**config.mk**
```make
export PLATFORM = sky130hd
export DESIGN_NAME = gpib_ppoll_resp
export DESIGN_NICKNAME = d
export VERILOG_FILES = /design/src/rtl/gpib_pp_pkg.sv /design/src/rtl/ppoll_fsm.sv /design/src/rtl/ppoll_regs.sv /design/src/rtl/ppoll_merge.sv /design/src/rtl/gpib_ppoll_resp.sv
export SDC_FILE = /design/constraint.sdc
export NUM_CORES = 1
export LEC_CHECK = 0
export ABC_AREA = 1
export CAP_MARGIN = 20
export CELL_PAD_IN_SITES_DETAIL_PLACEMENT = 0
export CELL_PAD_IN_SITES_GLOBAL_PLACEMENT = 1
export CORE_MARGIN = 1
export CORE_UTILIZATION = 38
export DETAILED_ROUTE_END_ITERATION = 8
export DONT_BUFFER_PORTS = 1
export MAX_ROUTING_LAYER = met4
export PLACE_DENSITY = 0.79
export REMOVE_ABC_BUFFERS = 1
export SKIP_LAST_GASP = 1
export SYNTH_ARGS = -nofsm -noshare
export SYNTH_HDL_FRONTEND = slang
export SYNTH_SLANG_ARGS = --single-unit
```
**constraint.sdc**
```tcl
create_clock -name clk -period 1.26 [get_ports clk]
set_clock_uncertainty 0.2 [all_clocks]
set_input_delay 0.126 -clock clk [delete_from_list [all_inputs] [get_ports clk]]
set_output_delay 0.126 -clock clk [all_outputs]
set_load 0.05 [all_outputs]
```
**src/rtl/gpib_pp_pkg.sv**
```systemverilog
package gpib_pp_pkg;
   typedef enum logic {
      PP_STANDBY = 1'b0,
      PP_ACTIVE  = 1'b1
   } pp_state_e;
endpackage

```
**src/rtl/ppoll_fsm.sv**
```systemverilog
module ppoll_fsm
   import gpib_pp_pkg::*;
(
   input  logic clk,
   input  logic rst_n,
   input  logic soft_rst,
   input  logic atn,
   input  logic eoi,
   input  logic ctrl_active,
   output logic enter,
   output logic active
);
   pp_state_e state_q, state_d;
   logic      identify;

   // Poll identified on the bus while acting as a device
   assign identify = atn && eoi && !ctrl_active && !soft_rst;

   always_comb begin
      state_d = state_q;
      unique case (state_q)
         PP_STANDBY: if (identify)  state_d = PP_ACTIVE;
         PP_ACTIVE:  if (!identify) state_d = PP_STANDBY;
         default:                   state_d = PP_STANDBY;
      endcase
   end

   always_ff @(posedge clk or negedge rst_n) begin
      if (!rst_n) state_q <= PP_STANDBY;
      else        state_q <= state_d;
   end

   assign enter  = (state_q == PP_STANDBY) && (state_d == PP_ACTIVE);
   assign active = (state_q == PP_ACTIVE);
endmodule

```
**src/rtl/ppoll_regs.sv**
```systemverilog
module ppoll_regs #(
   parameter int DATA_W = 8
) (
   input  logic              clk,
   input  logic              rst_n,
   input  logic              wr_en,
   input  logic [DATA_W-1:0] wr_data,
   input  logic              hold,
   input  logic              load,
   output logic [DATA_W-1:0] resp
);
   logic [DATA_W-1:0] stage_q, stage_d, drive_q, drive_d;

   assign stage_d = wr_en ? wr_data : stage_q;

   always_comb begin
      drive_d = drive_q;
      if (load)               drive_d = stage_d;  // newest value wins on entry
      else if (!hold && wr_en) drive_d = wr_data;
   end

   always_ff @(posedge clk or negedge rst_n) begin
      if (!rst_n) begin
         stage_q <= '0;
         drive_q <= '0;
      end else begin
         stage_q <= stage_d;
         drive_q <= drive_d;
      end
   end

   assign resp = drive_q;
endmodule

```
**src/rtl/ppoll_merge.sv**
```systemverilog
module ppoll_merge #(
   parameter int DATA_W  = 8,
   parameter bit OUT_REG = 1'b0
) (
   input  logic              clk,
   input  logic              rst_n,
   input  logic              active,
   input  logic [DATA_W-1:0] resp,
   input  logic [DATA_W-1:0] dio_in,
   output logic [DATA_W-1:0] dio_out
);
   logic [DATA_W-1:0] merged;

   for (genvar b = 0; b < DATA_W; b++) begin : g_bit
      assign merged[b] = dio_in[b] | (active & resp[b]);
   end

   if (OUT_REG) begin : g_flop
      logic [DATA_W-1:0] out_q;
      always_ff @(posedge clk or negedge rst_n) begin
         if (!rst_n) out_q <= '0;
         else        out_q <= merged;
      end
      assign dio_out = out_q;
   end else begin : g_comb
      assign dio_out = merged;
   end
endmodule

```
**src/rtl/gpib_ppoll_resp.sv**
```systemverilog
module gpib_ppoll_resp #(
   parameter int DATA_W  = 8,
   parameter bit OUT_REG = 1'b0
) (
   input  logic              clk,
   input  logic              rst_n,
   input  logic              soft_rst,
   input  logic              atn,
   input  logic              eoi,
   input  logic              ctrl_active,
   input  logic              wr_en,
   input  logic [DATA_W-1:0] wr_data,
   input  logic [DATA_W-1:0] dio_in,
   output logic [DATA_W-1:0] dio_out,
   output logic              poll_active
);
   localparam int MAX_W = 64;

   if (DATA_W < 1 || DATA_W > MAX_W) begin : g_bad_width
      $error("gpib_ppoll_resp: DATA_W out of range");
   end

   logic              enter;
   logic [DATA_W-1:0] resp;

   ppoll_fsm u_fsm (
      .clk         (clk),
      .rst_n       (rst_n),
      .soft_rst    (soft_rst),
      .atn         (atn),
      .eoi         (eoi),
      .ctrl_active (ctrl_active),
      .enter       (enter),
      .active      (poll_active)
   );

   ppoll_regs #(.DATA_W(DATA_W)) u_regs (
      .clk     (clk),
      .rst_n   (rst_n),
      .wr_en   (wr_en),
      .wr_data (wr_data),
      .hold    (poll_active),
      .load    (enter),
      .resp    (resp)
   );

   ppoll_merge #(.DATA_W(DATA_W), .OUT_REG(OUT_REG)) u_merge (
      .clk     (clk),
      .rst_n   (rst_n),
      .active  (poll_active),
      .resp    (resp),
      .dio_in  (dio_in),
      .dio_out (dio_out)
   );
endmodule

```
### Word level (Yosys, flattened, before mapping)

Cells that the tools add are included.

* word-level logic and storage cells: 33
* output and inout bits: 9
* RAM bits: 0
* input bits: 23
* memories kept: 0
* bits in read-only memories: 0
* bits in latches: 0
* bits in registers: 17

* reductions and logical operators: 9
* multiply operators: 0
* order comparisons: 0
* muxes and demuxes: 4
* shift operators: 0
* divide/modulo/power cells: 0
* bitwise logic cells: 17
* equal/unequal tests: 0
* $add $sub $neg: 0

Operator list (count)
* 8-bit two-way mux: 3
* 1-bit bitwise AND: 8
* 1-bit OR: 8
* 1-bit logical AND: 5
* 1-bit zero test: 3
* 2-bit nonzero test: 1
* 1-bit two-way mux: 1
* 1-bit inverter: 1

### Longest topological paths before layout

* depth after elaboration: 6
* gate-level depth with buffers: 7
* mapped depth without buffers: 6

### Modules after synthesis

A second synthesis with hierarchy kept.

* cells, all modules: 128
* area total of the unflattened synthesis: 952.2 um^2

Modules (own cells, without submodules)
* ppoll_regs: cells an instance 96, area each 807.0 um^2, instances 1, sequential area each 400.4 um^2
* ppoll_merge: cells an instance 25, area each 95.1 um^2, instances 1, sequential area each 0.0 um^2
* ppoll_fsm: cells an instance 7, area each 50.0 um^2, instances 1, sequential area each 25.0 um^2

### Least setup slack after synthesis

OpenSTA, ideal clock, no wires.

* kind: register to register
* from: register u_fsm.state_q (netlist: u_fsm.active)
* to: register u_regs.drive_q[0] (netlist: u_regs.resp[0])
* slack: -0.287 ns
* period minus slack after synthesis: 1.547 ns
* buffers on the path: 2
* arrival time: 1.231 ns
* library setup time: 0.117 ns
* required time: 0.943 ns
* cell stages (with the launch flop): 8
* cell sequence: dfrtp_1 buf_6 inv_8 nand3_4 buf_6 o21ai_2 nand2_1 nand2_1

* cells in the longest elaborated chain, start to end: 3
* elaborated cells between the ends (all ways): 6
* classes of those cells: 1 x mux; 1 x bitwise; 4 x reduce/logical

Ends and longest elaborated chain
* start, declared: RTL line ppoll_fsm.sv:13 `pp_state_e state_q, state_d;`
* start signal, assigned: RTL line ppoll_fsm.sv:30 `else state_q <= state_d;`
* 1-bit zero test / 1-bit inverter (equally long branches): RTL line ppoll_regs.sv:19, ppoll_fsm.sv:21, ppoll_fsm.sv:33
* 1-bit logical AND (on tied branches): RTL line ppoll_regs.sv:19, ppoll_fsm.sv:33
* 2-bit nonzero test (no source line) / 8-bit two-way mux (equally long branches)
* end signal, assigned: RTL line ppoll_regs.sv:28 `drive_q <= drive_d;`
* end, declared: RTL line ppoll_regs.sv:12 `logic [DATA_W-1:0] stage_q, stage_d, drive_q, drive_d;`

Several ways; a longest one is shown, not always the timed one.
A chain may end at the register's enable or synchronous reset.

### Worst setup path after layout

* from: register u_fsm.state_q (netlist: u_fsm.active)
* to: output dio_out[6]

* cells in the longest elaborated chain, start to end: 2

Ends and longest elaborated chain
* 1-bit bitwise AND: RTL line ppoll_merge.sv:15 `assign merged[b] = dio_in[b] | (active & resp[b]);`
* 1-bit OR: RTL line ppoll_merge.sv:15
* end, declared: RTL line gpib_ppoll_resp.sv:14 `output logic [DATA_W-1:0] dio_out,`

No other way between the ends.

==> summary.txt <==
Worst setup path
  • CP required: 0.93 ns
  • Critical Path, Cell by Cell: a21o_1 -> buf_12
  • Setup CP Type: reg2out
  • CP max stage cell: dfrtp_2
  • Largest stage delay on the critical path: 0.48 ns
  • Buf/Inv on CP: 1
  • Critical path endpoint category: output pin
  • Worst Path Arrival: 1.13 ns
  • Delay-heaviest family, CP: flip-flops
  • Max FO, Critical Path: 10
  • Worst setup SP type: register

Cells and area
  • Layout cells sized above 1: 0.183
  • Final Net Count: 177
  • Area delta synth->final: 34.7%
  • Non-filler cells, final: about 180
  • # diodes: 0
  • Post-route cell area: 1320 um^2
  • Core Util, Final: 0.538

Clock network
  • Reg clk slew, reported paths: 0.09 ns
  • Latest clock arrival within the worst-skew pair: between 0.2 and 0.3 ns
  • Clk root buf: clkbuf_4
  • CTS Hold Bufs: 13
  • Num CTS Buffers: 3
  • Maximum buffer depth of the clock tree: 2
  • Clk sinks: 17
  • H-Tree Depth: 1
  • CTS tree: done

STA
  • Final setup viols: 17
  • Post-route minimum period: 1.46 ns
  • TNS Setup: -2.62 ns
  • Fin. max-slew vios: 0
  • Fmax: 685 MHz
  • Worst slew margin: 0.504
  • Worst-Margin Slew: about 0.74 ns
  • Fin crit share: 1.16
  • Unrepaired setup endpoints after global routing: true
  • Final hold vios: 1
  • Setup WS post-layout: -0.199 ns
  • Hold Worst Slack: -0.118 ns

Floorplanning
  • I/O Pins: 32
  • FP Rows: 18
  • Die Footprint: 2790 um^2
  • Die width: roughly 53 um
  • Starting Density: 0.399
  • Core area: 2450 um^2
  • Die outline height: 52.8 um

GRT
  • Global-route wire length before repair: 3490 um
  • Antenna violations before repair: 0
  • Pin count of the biggest net entering global routing: 18
  • GRT Util Overall: 0.179
  • Vias in the first global route: 792
  • GRT overflow: 0

Drt
  • Residual DRC: 0
  • Vias per Instance: 4.58
  • Drt wl/cell: 11.5 um
  • Post-route ant nets: 0
  • Initial drt markers: 9
  • Routed vias: 839
  • DRT Pass-1 Iters: 4
  • Drt total wl: 2100 um

Logic synthesis
  • Synth unique cells: 15
  • Register area share after synthesis: 0.434
  • Cell area after synthesis: 980 um^2
  • Synth warnings: 0
  • FF+latch count, synth: 17
  • Mean Syn Cell Area: 7.65 um^2
  • Mapped Cells: 128

Placed design
  • Placed cell area: ~1100 um^2
  • Dpl cells: roughly 160
  • Detailed Place HPWL: 1440 um
  • I/O Buffers: 0
  • DP Worst Slack: -0.144 ns
  • Routability cong.: 0.719

Power
  • Peak VDD IR: 0.569 mV
  • PD cells: between 900 and 1000 nW/um^2
  • Pleak: 0.742 nW
  • Total power: 1.25 mW

Flow run
  • Max Cap Viol: 0

Worst hold path
  • Worst Hold Class: in2reg

Outcome
  • Outcome: finished, violations left
  • Violations in the final reports: hold timing, setup timing
where the power goes:
part	internal (mW)	switching (mW)	total, mW	leakage [nW]
Sequential	0.600	0.0260	0.626	0.197
Clock	0.123	0.170	0.294	0.0150
Combinational	0.141	0.193	0.333	0.530
Total	0.864	0.389	1.25	0.742
path summary, 6_finish.rpt:
check	startpoint	endpoint	slack, ns	cells after the start
min in group asynchronous	rst_n	u_regs.resp[3]$_DFFE_PN0P_	0.13	1
min	atn	u_fsm.active$_DFF_PN0_	-0.12	2
max	u_fsm.active$_DFF_PN0_	dio_out[6]	-0.20	2
min reg2reg	u_regs.resp[2]$_DFFE_PN0P_	u_regs.resp[2]$_DFFE_PN0P_	0.32	2
max reg2reg	u_fsm.active$_DFF_PN0_	u_regs.resp[7]$_DFFE_PN0P_	-0.17	6
max in group asynchronous	rst_n	u_fsm.active$_DFF_PN0_	0.22	1
cell families after synthesis:
| group | synth area share |
|---|---|
| simple gates | 0.290 |
| buf+inv | 0.165 |
| flops | 0.434 |
| compound gates | 0.111 |
state kept, by name, summed over array words and instances (netlist names):
signal	flops
u_regs.stage_q	8
u_regs.resp	8
u_fsm.active	1
synthesized netlist by cell type, drive strengths merged:
master	instances	area, um^2
nand2	43	169
inv	29	116
dfrtp	17	425
nand3	17	97.6
a21o	8	61.3
o21ai	8	47.6
buf	4	45.0
nor2	2	17.5
worst reg2reg max path, stage by stage, from the launching register on:
cell and delay (ns):
dfrtp_2 0.48, buf_4 0.18, inv_8 0.07, nand2_4 0.12, o21ai_0 0.20, nand2_1 0.07, nand2_1 0.06
layer usage:
metal,global-route usage,part of all wire,up-vias
li1,-,-,442
met1,0.223,0.44,370
met2,0.276,0.50,22
met3,0.0348,0.043,5
met4,0.0877,0.021,0
met5,-,0,-
cell usage in the layout, fill, tap and decap left out, drive strengths merged:
cell type / netlist / layout
dlygate4sd3: 0 / 12
clkbuf: 0 / 4
nand3: 17 / 18
inv: 29 / 29
buf: 4 / 11
nor2: 2 / 2
dlymetal6s4s: 0 / 1
o21ai: 8 / 8
dfrtp: 17 / 17
a21o: 8 / 8
nand2: 43 / 43
what timing repair did:
item,CTS,global route
pin swaps,0,1
setup endpoints to repair,17,25
setup buffers,1,0
gates resized for setup,1,6
cloned,0,1
hold endpoints to repair,34,1
area by class of cell:
class,instances,area [um^2]
timing repair buffer,24,303
multi-input combinational,79,410
sequential,17,427
tap,30,37.5
fill,232,1130
clock buffer,4,26.3
inverter,29,116
(Power assumes the default switching activity.)
